`config.mk`:
```
export PLATFORM = sky130hd
export DESIGN_NAME = nibble_core
export DESIGN_NICKNAME = d
export VERILOG_FILES = /design/src/rtl/nibble_core.sv
export SDC_FILE = /design/constraint.sdc
export NUM_CORES = 1
export LEC_CHECK = 0
export ABC_AREA = 1
export BUFFER_PORTS_ARGS = -buffer_cell sky130_fd_sc_hd__clkbuf_2
export CAP_MARGIN = 20
export CORE_AREA = 2 2 39 41
export DETAILED_ROUTE_END_ITERATION = 16
export DIE_AREA = 0 0 41 43
export SLEW_MARGIN = 20
export SYNTH_ARGS = -nofsm -noshare
export SYNTH_HDL_FRONTEND = slang
export SYNTH_SLANG_ARGS = --single-unit
```
`constraint.sdc`:
```
create_clock -name clk_i -period 1 [get_ports clk_i]
set_input_delay 0.1 -clock clk_i [delete_from_list [all_inputs] [get_ports clk_i]]
set_output_delay 0.1 -clock clk_i [all_outputs]
set_load 0.02 [all_outputs]
```
`src/rtl/nibble_core.sv`:
```
module nibble_core #(
  parameter logic [383:0] PROGRAM   = '0,
  parameter logic [63:0]  DATA_INIT = '0
) (
  input  logic       clk_i,
  input  logic       rst_ni,
  input  logic       start_i,
  output logic       halted_o,
  output logic [4:0] pc_o,
  output logic [3:0] pbus_o,
  output logic [3:0] sbus_o,
  output logic [3:0] ebus_o,
  output logic [2:0] flags_o
);
  localparam int IW    = 12;
  localparam int LINES = $bits(PROGRAM) / IW;
  localparam int WORDS = $bits(DATA_INIT) / 4;

  logic [3:0]    mem [WORDS];
  logic [4:0]    pc;
  logic [3:0]    pbus, sbus, ebus;
  logic [2:0]    flags;
  logic          halted;
  logic [IW-1:0] instr;
  logic [3:0]    op, opa, opb, wdata;
  logic [7:0]    prod;
  logic          two_op, cond;

  assign instr  = PROGRAM[int'(pc) * IW +: IW];
  assign op     = instr[11:8];
  assign opa    = mem[instr[7:4]];
  assign opb    = mem[instr[3:0]];
  assign prod   = opa * opb;
  assign two_op = (op >= 4'h3) && (op <= 4'h8);

  always_comb begin
    case (instr[2:1])
      2'b00:   cond = flags[0];
      2'b01:   cond = flags[1];
      2'b10:   cond = flags[2];
      default: cond = 1'b0;
    endcase
    case (instr[1:0])
      2'b00:   wdata = pbus;
      2'b01:   wdata = sbus;
      2'b10:   wdata = ebus;
      default: wdata = instr[3:0];
    endcase
  end

  always_ff @(posedge clk_i) begin
    if (!rst_ni) begin
      pc     <= '0;
      halted <= 1'b1;
      pbus   <= '0;
      sbus   <= '0;
      ebus   <= '0;
      flags  <= '0;
      for (int i = 0; i < WORDS; i++) mem[i] <= DATA_INIT[i*4 +: 4];
    end else if (start_i) begin
      pc     <= '0;
      halted <= 1'b0;
    end else if (!halted) begin
      pc <= pc + 5'd1;
      if (two_op) flags <= {opa == opb, opa < opb, opa > opb};
      case (op)
        4'h1: if (instr[0]) sbus <= opa; else pbus <= opa;
        4'h2: mem[instr[7:4]] <= wdata;
        4'h3: pbus <= opa + opb;
        4'h4: pbus <= opa - opb;
        4'h5: begin
          pbus <= prod[3:0];
          ebus <= prod[7:4];
        end
        4'h6: pbus <= opa | opb;
        4'h7: pbus <= opa & opb;
        4'h8: pbus <= opa ^ opb;
        4'h9: pbus <= ~opa;
        4'hA: pc <= instr[7:3];
        4'hB: if (cond) pc <= instr[7:3];
        4'hC: if (!cond) pc <= instr[7:3];
        4'hD: begin
          pbus <= sbus;
          sbus <= pbus;
        end
        4'hE: begin
          pc     <= pc;
          halted <= 1'b1;
        end
        default: ;
      endcase
    end
  end

  assign halted_o = halted;
  assign pc_o     = pc;
  assign pbus_o   = pbus;
  assign sbus_o   = sbus;
  assign ebus_o   = ebus;
  assign flags_o  = flags;
endmodule

```
## Yosys cells after proc, flatten, opt, wreduce, memory -nomap -nowiden

Memory sizes are Yosys's and may differ from the RTL's.
Index checks and enable logic that the tools add are counted.
Widths: inputs -> output; s select.

| operators by class | value |
|---|---|
| bitwise logic cells | 8 |
| reduce and logical (&&, ||, !) cells | 12 |
| equality and inequality tests | 21 |
| shift-type cells | 1 |
| $mul | 2 |
| muxes and demuxes | 21 |
| order comparisons | 4 |
| add/sub/neg operators | 3 |

Operators with widths:

| operator | count |
|---|---|
| $shiftx 384x10->12 const A | 1 |
| $pmux 4 s9 | 1 |
| $eq 4x4->1 const B | 7 |
| $pmux 5 s4 | 1 |
| $eq 4x3->1 const B | 4 |
| $mux 4 | 4 |
| $pmux 4 s3 | 1 |
| $mux 1 | 10 |
| $mux 5 | 2 |
| $reduce_bool 9->1 | 1 |
| $eq 4x2->1 const B | 2 |
| $mul 4x4->8 | 1 |
| $pmux 4 s2 | 1 |
| $reduce_and 4->1 | 2 |
| $mul 5x2->7 const B | 1 |
| $reduce_and 3->1 | 2 |
| $add 5x1->5 const B | 1 |
| $add 4x4->4 | 1 |
| $and 4x4->4 | 1 |
| $eq 2x1->1 const B | 2 |
| $eq 2x2->1 const B | 2 |
| $eq 4x1->1 const B | 1 |
| $eq 4x4->1 | 1 |
| $ge 4x2->1 const B | 1 |
| 16 further kinds | 21 |

| word-level totals | value |
|---|---|
| logic and storage cells | 79 |
| register bits | 21 |
| memories kept | 1 |
| memory bits (writable) | 64 |
| output and inout port bits | 21 |
| input port bits | 3 |

Memory list:

| name | depth | width | rd ports | clocked after memory_dff | write ports | RTL line | RTL |
|---|---|---|---|---|---|---|---|
| mem | 16 | 4 | 2 | 0 | 16 | 19 | `logic [3:0] mem [WORDS];` |

## Longest topological paths before layout

Gate-level depths: netlist of the first run.

| depth | value |
|---|---|
| word-level depth | 10 |
| mapped depth | 6 |
| mapped depth without buffers | 6 |

## Least setup slack after synthesis of the first run

No wires, ideal clock.

| timing | value |
|---|---|
| kind | register -> register |
| start | reg pc[1] (netlist: pc_o[1]) |
| end | reg pc[4] (netlist: pc_o[4]) |
| library setup time | 0.115 ns |
| arrival time | 0.996 ns |
| clock period less this slack | 1.111 ns |
| stages on the path, launching flop included | 7 |
| buffers on the path | 0 |
| path slack | -0.111 ns |
| data required time | 0.885 ns |
| path through | dfxtp_1 > ha_1 > inv_1 > nor2_1 > nand3_1 > nand2_1 > nor2_1 |

| on the way | value |
|---|---|
| word-level cells in the longest chain between the ends | 6 |
| elaborated cells on any way between the ends | 16 |
| classes of those cells | add/sub (1); mul (1); eq/ne (6); shift (1); mux (4); bitwise (1); reduce/logical (2) |

Ends and longest elaborated chain:

| element | RTL line | RTL |
|---|---|---|
| start, declared | 20 | `logic [4:0] pc;` |
| start signal, assigned | 64 | `pc <= pc + 5'd1;` |
| start signal, assigned | 79 | `4'hA: pc <= instr[7:3];` |
| start signal, assigned | 80 | `4'hB: if (cond) pc <= instr[7:3];` |
| $mul 5x2->7 | 29 | `assign instr = PROGRAM[int'(pc) * IW +: IW];` |
| $shiftx 384x10->12 | 29 |  |
| $eq 2x2->1 (tied with other cells) | 37 | `case (instr[2:1])` |
| $pmux 1 s3 | 37 |  |
| $mux 5, on equally long branches | 81, 80 |  |
| $pmux 5 s4 | 66 | `case (op)` |

Parallel ways exist; a longest one is shown, timed or not.
A chain may end at the register's enable or synchronous reset.

## Final worst setup path of the first run

| timing | value |
|---|---|
| start | reg pc[1] (netlist: pc_o[1]) |
| end | out pc_o[1] |

RTL lines:

| element | RTL line | RTL |
|---|---|---|
| end, declared | 9 | `output logic [4:0] pc_o,` |

No word-level cell between the ends.

==> run_results.csv, run 1 <==
group,metric,value,unit
status,outcome,"complete, no violations",
yosys,avgSynthCellArea,7.09,um^2
floorplan,start_util,27.7,%
detailed_routing,viasPerCell,3.67,
sta,worst_slack,0.0222,ns
flow_run,maxCapViolCount,0,
worst_setup_path,worst_ep_required_time,0.90,ns
detailed_routing,drc,0,
global_routing,antenna_found_initial,0,
power_and_ir_drop,fin_total_pwr,0.591,mW
sta,fmax,1.02,GHz
cts,cts_tree,"built",
yosys,ys.warnings.count,0,
final_layout,multi_input_area,193,um^2
cts,root_buffer,"clkbuf_4",
sta,fin_crit,0.978,ns
yosys,synth-xor-area-share,0,%
detailed_routing,wire_per_inst,7.92,um
placed_design,routabilityCongestion,0.704,
worst_setup_path,crit_start,"pc_o[1]",
detailed_routing,drt_iter0_drc,6,
power_and_ir_drop,ir_drop,0.720,mV
worst_setup_path,start_kind,"flip-flop",
worst_setup_path,cpLargestDelayFamily,"flip-flops",
yosys,synthMuxAreaShare,0,%
yosys,synth_fa_ha_area_share,3.27,%
power_and_ir_drop,pwr_density_cell,1310,nW/um^2
final_layout,drive_gt1_share,29.9,%
floorplan,rows,14,
cts,cts.sinks,6,
worst_setup_path,path_cells,"buf_4 > clkbuf_2",
cts,clockBufferDepth,2,
worst_setup_path,r2r_start,"pc_o[0]",
detailed_routing,drt-pass1-iter-count,4,
worst_setup_path,crit_buf_inv,2,
worst_setup_path,r2r_slack,0.06,ns
worst_setup_path,endpoint_kind,"output pin",
placed_design,dp.cells,78,
worst_setup_path,critPathKind,"flip-flop to output pin",
worst_setup_path,crit_path_max_incr_delay,0.35,ns
placed_design,dp_hpwl,485,um
cts,h-tree-depth,1,
sta,drv_slew,0,
sta,fin_skew,0.00524,ns
yosys,synth_area,383,um^2
floorplan,fp.coreArea,1380,um^2
final_layout,regArea,129,um^2
sta,worst_hold_slack,0.0229,ns
floorplan,die_area,1760,um^2
floorplan,num_io_pins,24,
yosys,yosys.area_share.simple,20.6,%
worst_setup_path,crit_arrival,0.88,ns
yosys,ys_seq_area_share,31.4,%
global_routing,grt_use_total,9.27,%
worst_setup_path,path_max_fanout,3,
final_layout,syn_to_final_growth,18.3,%
detailed_routing,ant_nets,0,
cts,cts_inserted_buffers,3,
final_layout,num_antenna_cells,0,
global_routing,grt_max_degree,6,
final_layout,post-route-cell-area,453,um^2
final_layout,final_cell_mix,"15 x conb_1, 8 x clkbuf_2, 7 x inv_1, 7 x nand2_1, 6 x nor2_1",
floorplan,chipWidth,41,um
global_routing,grt_pass1_vias,274,
placed_design,place_area,398,um^2
global_routing,grt_overflow,0,
sta,hold_violations,0,
yosys,synth_compound_gate_area_share,6.54,%
sta,setup_viol,0,
final_layout,utilization,32.7,%
yosys,ys_seq_elements,6,
power_and_ir_drop,p_leak,0.226,nW
placed_design,preCtsSetupSlack,-0.0256,ns
placed_design,io_buffers,8,
yosys,synth_top_family_by_area,"buffers and inverters",
global_routing,grt_pass1_wl,1.06,mm
yosys,syn_inst,54,
detailed_routing,num_vias,305,
final_layout,final_nets,72,
detailed_routing,routed_wl,657,um
min_path,min_path_type,"input pin to flip-flop",
min_path,min_from,"rst_ni",
sta,period_share,97.8,%
final_layout,layout_commonest_cell,"conb_1",
final_layout,finalNonFillerCells,83,
sta,tns,0,ns
yosys,synth.distinct_cells,12,
final_layout,num-fill-cells,152,
cts,path_clk_slew,0.05,ns
cts,clk_latency,0.25,ns
worst_setup_path,slowest_stage,"dfxtp_4",
floorplan,fp.dieH,43,um
==> power by group <==
group,internal (mW),leakage (nW),switching (mW)
logic,0.0152,0.161,0.0740
registers,0.242,0.0502,0.00830
clock network,0.152,0.0150,0.100
total,0.409,0.226,0.182
==> registers in the layout, indices dropped and copies added (netlist names) <==
signal,flops
pc_o,5
halted_o,1
==> cell type report <==
| cell class | count | area share (%) |
|---|---|---|
| inverters | 8 | 6.63 |
| multi-input cells | 39 | 42.5 |
| clock buffers | 4 | 5.80 |
| well taps | 16 | 4.42 |
| repair buffers | 10 | 12.2 |
| flip-flops and latches | 6 | 28.5 |
==> worst paths after layout <==
| path | end | depth (start not counted) |
|---|---|---|
| setup / recovery | pc_o[1] | 2 |
| hold / removal | halted_o | 2 |
| setup reg to reg | pc_o[4] | 6 |
| hold reg to reg | pc_o[1] | 2 |
==> worst register-to-register path, cell delays in order, from the launching register on <==
cell and delay [ns]:
dfxtp_4 0.37, ha_4 0.14, inv_2 0.04, nor2_4 0.11, nand3_1 0.08, nand2_1 0.06
nor2_1 0.04
==> layer usage <==
metal	vias up	part of all wire [%]	GRT usage [%]
li1	158	-	-
met1	129	42	10.1
met2	16	49	13.4
met3	2	6.5	1.57
met4	0	1.8	10.0
met5	-	0	0
==> timing repair <==
action | 4_1_cts | 5_1_grt
pin swaps | 0 | 3
setup endpoints to repair | 1 | 3
hold buffers | 0 | 0
setup buffers | 0 | 1
gates resized for setup | 1 | 6
==> logic make-up after synthesis <==
| kind of cell | after synthesis |
|---|---|
| AOI/OAI and AO/OA | 5 |
| buffers and inverters | 23 |
| and+or+nand+nor | 18 |
| DFF | 6 |
| adders and majority gates | 1 |
| other | 1 |
==> cells in the mapped netlist, drive strengths merged <==
| library cell | count | area (um^2) |
|---|---|---|
| inv | 8 | 30.0 |
| dfxtp | 6 | 120 |
| nand2 | 7 | 26.3 |
| o21ai | 2 | 10.0 |
| buf | 15 | 113 |
| conb | 1 | 3.75 |
| nor2 | 8 | 37.5 |
| ha | 1 | 12.5 |
| a21oi | 3 | 15.0 |
| nor3 | 1 | 5.00 |
| nand3 | 2 | 10.0 |
(Power assumes the default switching activity.)
==> inputs of run 2 (changes only) <==
Settings changed: BUFFER_PORTS_ARGS -buffer_cell sky130_fd_sc_hd__clkbuf_2 to -buffer_cell sky130_fd_sc_hd__buf_2.
==> run 2 against run 1 <==
The flow now finishes with violations (setup timing). Clock skew rose by 0.0063 ns. Wire length is 1.5% lower. Register-to-register slack worse by 0.02 ns. Critical path type unchanged. Largest cell class unchanged.
==> run_results.csv, run 2 (synthesis results as in run 1) <==
group,metric,value,unit
status,outcome,"finished, violations left",
status,violations,"setup timing",
worst_setup_path,r2r_cells,6,
detailed_routing,ant_nets,0,
power_and_ir_drop,ir_drop,0.661,mV
placed_design,dp_hpwl,505,um
worst_setup_path,crit_arrival,0.91,ns
worst_setup_path,start_kind,"flip-flop",
detailed_routing,drt_iter0_drc,6,
floorplan,die_area,1760,um^2
cts,path_clk_slew,0.05,ns
final_layout,num_antenna_cells,0,
worst_setup_path,cpLargestDelayFamily,"flip-flops",
cts,cts_tree,"built",
cts,clk_latency,0.25,ns
sta,fmax,0.988,GHz
global_routing,grt_overflow,0,
flow_run,maxCapViolCount,0,
min_path,min_from,"rst_ni",
floorplan,chipWidth,41,um
final_layout,final_nets,72,
global_routing,grt_pass1_wl,931,um
cts,cts.sinks,6,
placed_design,preCtsSetupSlack,-0.000441,ns
power_and_ir_drop,power_frac_clock,42.0,%
power_and_ir_drop,p_leak,0.231,nW
worst_setup_path,critPathKind,"flip-flop to output pin",
placed_design,routabilityCongestion,0.677,
floorplan,num_io_pins,24,
final_layout,largest_register_ffs,5,
sta,rsz0062_at_grt,"yes",
min_path,min_path_type,"input pin to flip-flop",
floorplan,fp.dieH,43,um
floorplan,start_util,27.7,%
worst_setup_path,path_max_fanout,5,
sta,hold_violations,0,
global_routing,grt_max_degree,6,
sta,setup_viol,1,
cts,cts_hold_buf,0,
worst_setup_path,crit_buf_inv,1,
final_layout,drive_gt1_share,29.9,%
detailed_routing,routed_wl,647,um
sta,worst_slack,-0.0120,ns
placed_design,io_buffers,8,
power_and_ir_drop,p_comb_share,15.6,%
floorplan,rows,14,
cts,h-tree-depth,1,
detailed_routing,viasPerCell,3.75,
worst_setup_path,r2r_slack,0.04,ns
floorplan,fp.coreArea,1380,um^2
final_layout,utilization,33.5,%
worst_setup_path,endpoint_kind,"output pin",
worst_setup_path,r2r_start,"pc_o[0]",
power_and_ir_drop,intPower,0.410,mW
cts,clockBufferDepth,2,
global_routing,grt_use_total,8.13,%
final_layout,layout_commonest_cell,"conb_1",
power_and_ir_drop,pwr_density_cell,1270,nW/um^2
detailed_routing,num_vias,311,
global_routing,grt_pass1_vias,240,
placed_design,place_area,405,um^2
detailed_routing,drc,0,
sta,drv_slew,0,
power_and_ir_drop,p_seq_share,42.4,%
min_path,holdPathStages,2,
global_routing,antenna_found_initial,0,
worst_setup_path,r2r_end,"pc_o[3]",
cts,post-cts-setup-buffer-count,0,
final_layout,final_cell_mix,"15 x conb_1, 7 x inv_1, 7 x nand2_1, 7 x buf_2, 6 x nor2_1",
cts,cts_inserted_buffers,3,
final_layout,syn_to_final_growth,20.9,%
worst_setup_path,worst_ep_required_time,0.90,ns
power_and_ir_drop,p_switching,0.177,mW
min_path,min_to,"halted_o",
detailed_routing,wire_per_inst,7.80,um
sta,fin_crit,1.01,ns
worst_setup_path,crit_path_max_incr_delay,0.45,ns
sta,fin_skew,0.0115,ns
worst_setup_path,slowest_stage,"dfxtp_1",
detailed_routing,drt-pass1-iter-count,4,
power_and_ir_drop,switching_share,30.2,%
final_layout,post-route-cell-area,463,um^2
cts,root_buffer,"clkbuf_4",
worst_setup_path,path_cells,"buf_2",
sta,period_share,101,%
run 2: how the worst max path moves through the flow:
stage | startpoint | to | slack (ns) | cells past startpoint
6_report | halted_o | halted_o | -0.01 | 1
5_1_grt | halted_o | halted_o | -0.06 | 1
4_1_cts | pc_o[1] | pc_o[1] | 0.03 | 2
3_5_place_dp | pc_o[0] | pc_o[4] | -0.0004 | 6
3_3_place_gp | pc_o[0] | pc_o[4] | 0.03 | 6
2_1_floorplan | pc_o[0] | pc_o[4] | 0.02 | 6
run 2: power groups by stage:
stage                     combinational, mW  clock, mW  sequential [mW]
final                                0.0917      0.247            0.249
after global routing                  0.102      0.265            0.249
after CTS                            0.0902      0.251            0.246
after detailed placement             0.0900          0            0.251
after global placement               0.0896          0            0.251
after floorplan                       0.111          0            0.257
run 2: stage by stage:
step / TNS, ns / hold WS [ns] / std cells / total power, mW
6_report: -0.0120 / 0.0364 / 83 / 0.587
4_1_cts: 0 / 0.0378 / 83 / 0.588
2_1_floorplan: 0 / 0.176 / 68 / 0.368
3_5_place_dp: -0.000441 / 0.299 / 79 / 0.341
5_1_grt: -0.114 / 0.0392 / 83 / 0.616
3_3_place_gp: 0 / 0.304 / 79 / 0.341
run 2: per-layer routing:
layer / up-vias / routed length (um) / share of wire [%] / GRT usage, %
met2: 20 / 325 / 50 / 10.3
met1: 130 / 253 / 39 / 9.65
li1: 159 / - / - / -
met3: 2 / 50 / 7.7 / 3.14
met4: 0 / 17 / 2.6 / 8.00
met5: - / 0 / 0 / 0
run 2: layout make-up:
| class | instances | area, um^2 |
|---|---|---|
| clock buffers | 4 | 26.3 |
| fillers | 166 | 921 |
| inverters | 8 | 30.0 |
| multi-input cells | 39 | 198 |
| flip-flops and latches | 6 | 128 |
| well taps | 16 | 20.0 |
| repair buffers | 10 | 61.3 |
run 2: repair_timing:
| item | in CTS | in global routing |
|---|---|---|
| endpoints found under the hold margin | 0 | 0 |
| gates resized for setup | 1 | 7 |
| pin swaps | 0 | 4 |
| setup endpoints to repair | 1 | 2 |
==> inputs of run 3 (changes only) <==
Clock period 1 ns to 1.3 ns, I/O delays scaled along.
==> run 3 against run 2 <==
The flow now finishes without violations. Clock power shrank 32%. Final cell count shrank 3.6%. Setup slack gained 0.27 ns. Total power shrank 27%. Clock skew shrank 0.010 ns. Final area shrank 12%. Critical path depth grew 5. Wire length shrank 21%. Non-clock buffer count shrank 2. Combinational power shrank 28%. Critical path type is now flip-flop to flip-flop.
==> run_results.csv, run 3 (synthesis results as in run 1) <==
group,metric,value,unit
final_layout,finalNonFillerCells,80,
worst_setup_path,endpoint_kind,"flip-flop",
global_routing,grt_overflow,0,
min_path,min_path_type,"input pin to flip-flop",
placed_design,routabilityCongestion,0.649,
cts,clockBufferDepth,2,
detailed_routing,num_vias,297,
power_and_ir_drop,power_frac_clock,39.1,%
power_and_ir_drop,p_seq_share,45.3,%
cts,cts_resized,0,
worst_setup_path,crit_arrival,1.17,ns
final_layout,layout_commonest_cell,"conb_1",
final_layout,final_cell_mix,"15 x conb_1, 8 x inv_1, 8 x buf_2",
floorplan,fp.coreArea,1380,um^2
worst_setup_path,start_kind,"flip-flop",
power_and_ir_drop,p_leak,0.219,nW
final_layout,post-route-cell-area,405,um^2
placed_design,io_buffers,8,
cts,path_clk_slew,0.04,ns
detailed_routing,drt-pass1-iter-count,2,
sta,tns,0,ns
detailed_routing,top_layer,"met4",
cts,cts_tree,"built",
cts,h-tree-depth,1,
detailed_routing,met3_length,52,um
global_routing,grt_use_total,7.64,%
power_and_ir_drop,pwr_density_cell,1050,nW/um^2
floorplan,fp.dieH,43,um
cts,cts.sinks,6,
cts,post-cts-setup-buffer-count,0,
detailed_routing,drt_iter0_drc,2,
final_layout,drive_gt1_share,18.8,%
final_layout,largest_register_ffs,5,
global_routing,grt_pass1_vias,251,
power_and_ir_drop,switching_share,28.8,%
placed_design,dp_hpwl,445,um
sta,worst_hold_slack,0.0793,ns
sta,fin_crit,1.04,ns
sta,period_share,80.1,%
worst_setup_path,critPathKind,"flip-flop to flip-flop",
sta,setup_viol,0,
floorplan,die_area,1760,um^2
detailed_routing,routed_wl,514,um
placed_design,dp.cells,77,
placed_design,place_area,383,um^2
global_routing,grt_pass1_wl,876,um
floorplan,num_io_pins,24,
sta,fmax,0.960,GHz
power_and_ir_drop,ir_drop,0.445,mV
final_layout,num_antenna_cells,0,
cts,clk_latency,0.24,ns
global_routing,grt_max_degree,6,
status,outcome,"complete, no violations",
sta,fin_skew,0.00102,ns
final_layout,syn_to_final_growth,5.88,%
detailed_routing,wl_met1,177,um
floorplan,chipWidth,41,um
cts,cts_hold_buf,0,
detailed_routing,met2WireLength,264,um
power_and_ir_drop,p_comb_share,15.5,%
detailed_routing,ant_nets,0,
floorplan,rows,14,
worst_setup_path,worst_ep_required_time,1.43,ns
detailed_routing,drc,0,
flow_run,maxCapViolCount,0,
cts,root_buffer,"clkbuf_4",
power_and_ir_drop,p_switching,0.123,mW
detailed_routing,wire_per_inst,6.43,um
final_layout,utilization,29.3,%
power_and_ir_drop,intPower,0.303,mW
detailed_routing,viasPerCell,3.71,
floorplan,start_util,27.7,%
worst_setup_path,path_max_fanout,4,
sta,hold_violations,0,
final_layout,final_nets,70,
sta,rsz0062_at_grt,"no",
global_routing,antenna_found_initial,0,
cts,cts_inserted_buffers,3,
sta,drv_slew,0,
==> run 3: cell types whose count changed in the layout (fill, tap and decap cells not counted), sizes merged <==
cell    previous run  this run
buf               10         8
clkbuf             4         3
==> run 3: cell type report <==
cell class,count,area (um^2)
clock buffers,3,22.5
fillers,157,978
inverters,8,30.0
multi-input cells,39,173
flip-flops and latches,6,120
well taps,16,20.0
repair buffers,8,40.0
==> run 3: stage by stage <==
step / total power [mW] / worst slack [ns]
finish: 0.426 / 0.259
detailed placement: 0.262 / 0.268
global route: 0.457 / 0.183
floorplan: 0.286 / 0.189
CTS: 0.439 / 0.260
global placement: 0.262 / 0.281
==> run 3: worst max-delay path, stage by stage, from the launching register on <==
cell and delay, ns:
dfxtp_1 0.36, ha_1 0.19, inv_1 0.04, nor2_1 0.15, nand3_1 0.09, nand2_1 0.06
nor2_1 0.04
==> run 3: power by group through the flow <==
stage	Clock (mW)	Combinational, mW	Sequential [mW]
2_1_floorplan	0	0.0855	0.201
3_3_place_gp	0	0.0657	0.197
3_5_place_dp	0	0.0661	0.196
4_1_cts	0.180	0.0661	0.193
5_1_grt	0.188	0.0757	0.193
6_report	0.167	0.0662	0.193
==> run 3: metal layers <==
metal | vias to the layer above | GRT usage (%)
li1 | 154 | -
met1 | 124 | 6.45
met2 | 17 | 12.8
met3 | 2 | 1.57
met4 | 0 | 8.00
met5 | - | 0
==> run 3: worst paths after layout <==
kind,slack [ns],endpoint,startpoint,cells past startpoint
worst max-delay path,0.26,pc_o[4],pc_o[0],6
worst min-delay path,0.08,halted_o,rst_ni,2
worst max register to register,0.26,pc_o[4],pc_o[0],6
worst min register to register,0.49,pc_o[1],pc_o[1],2
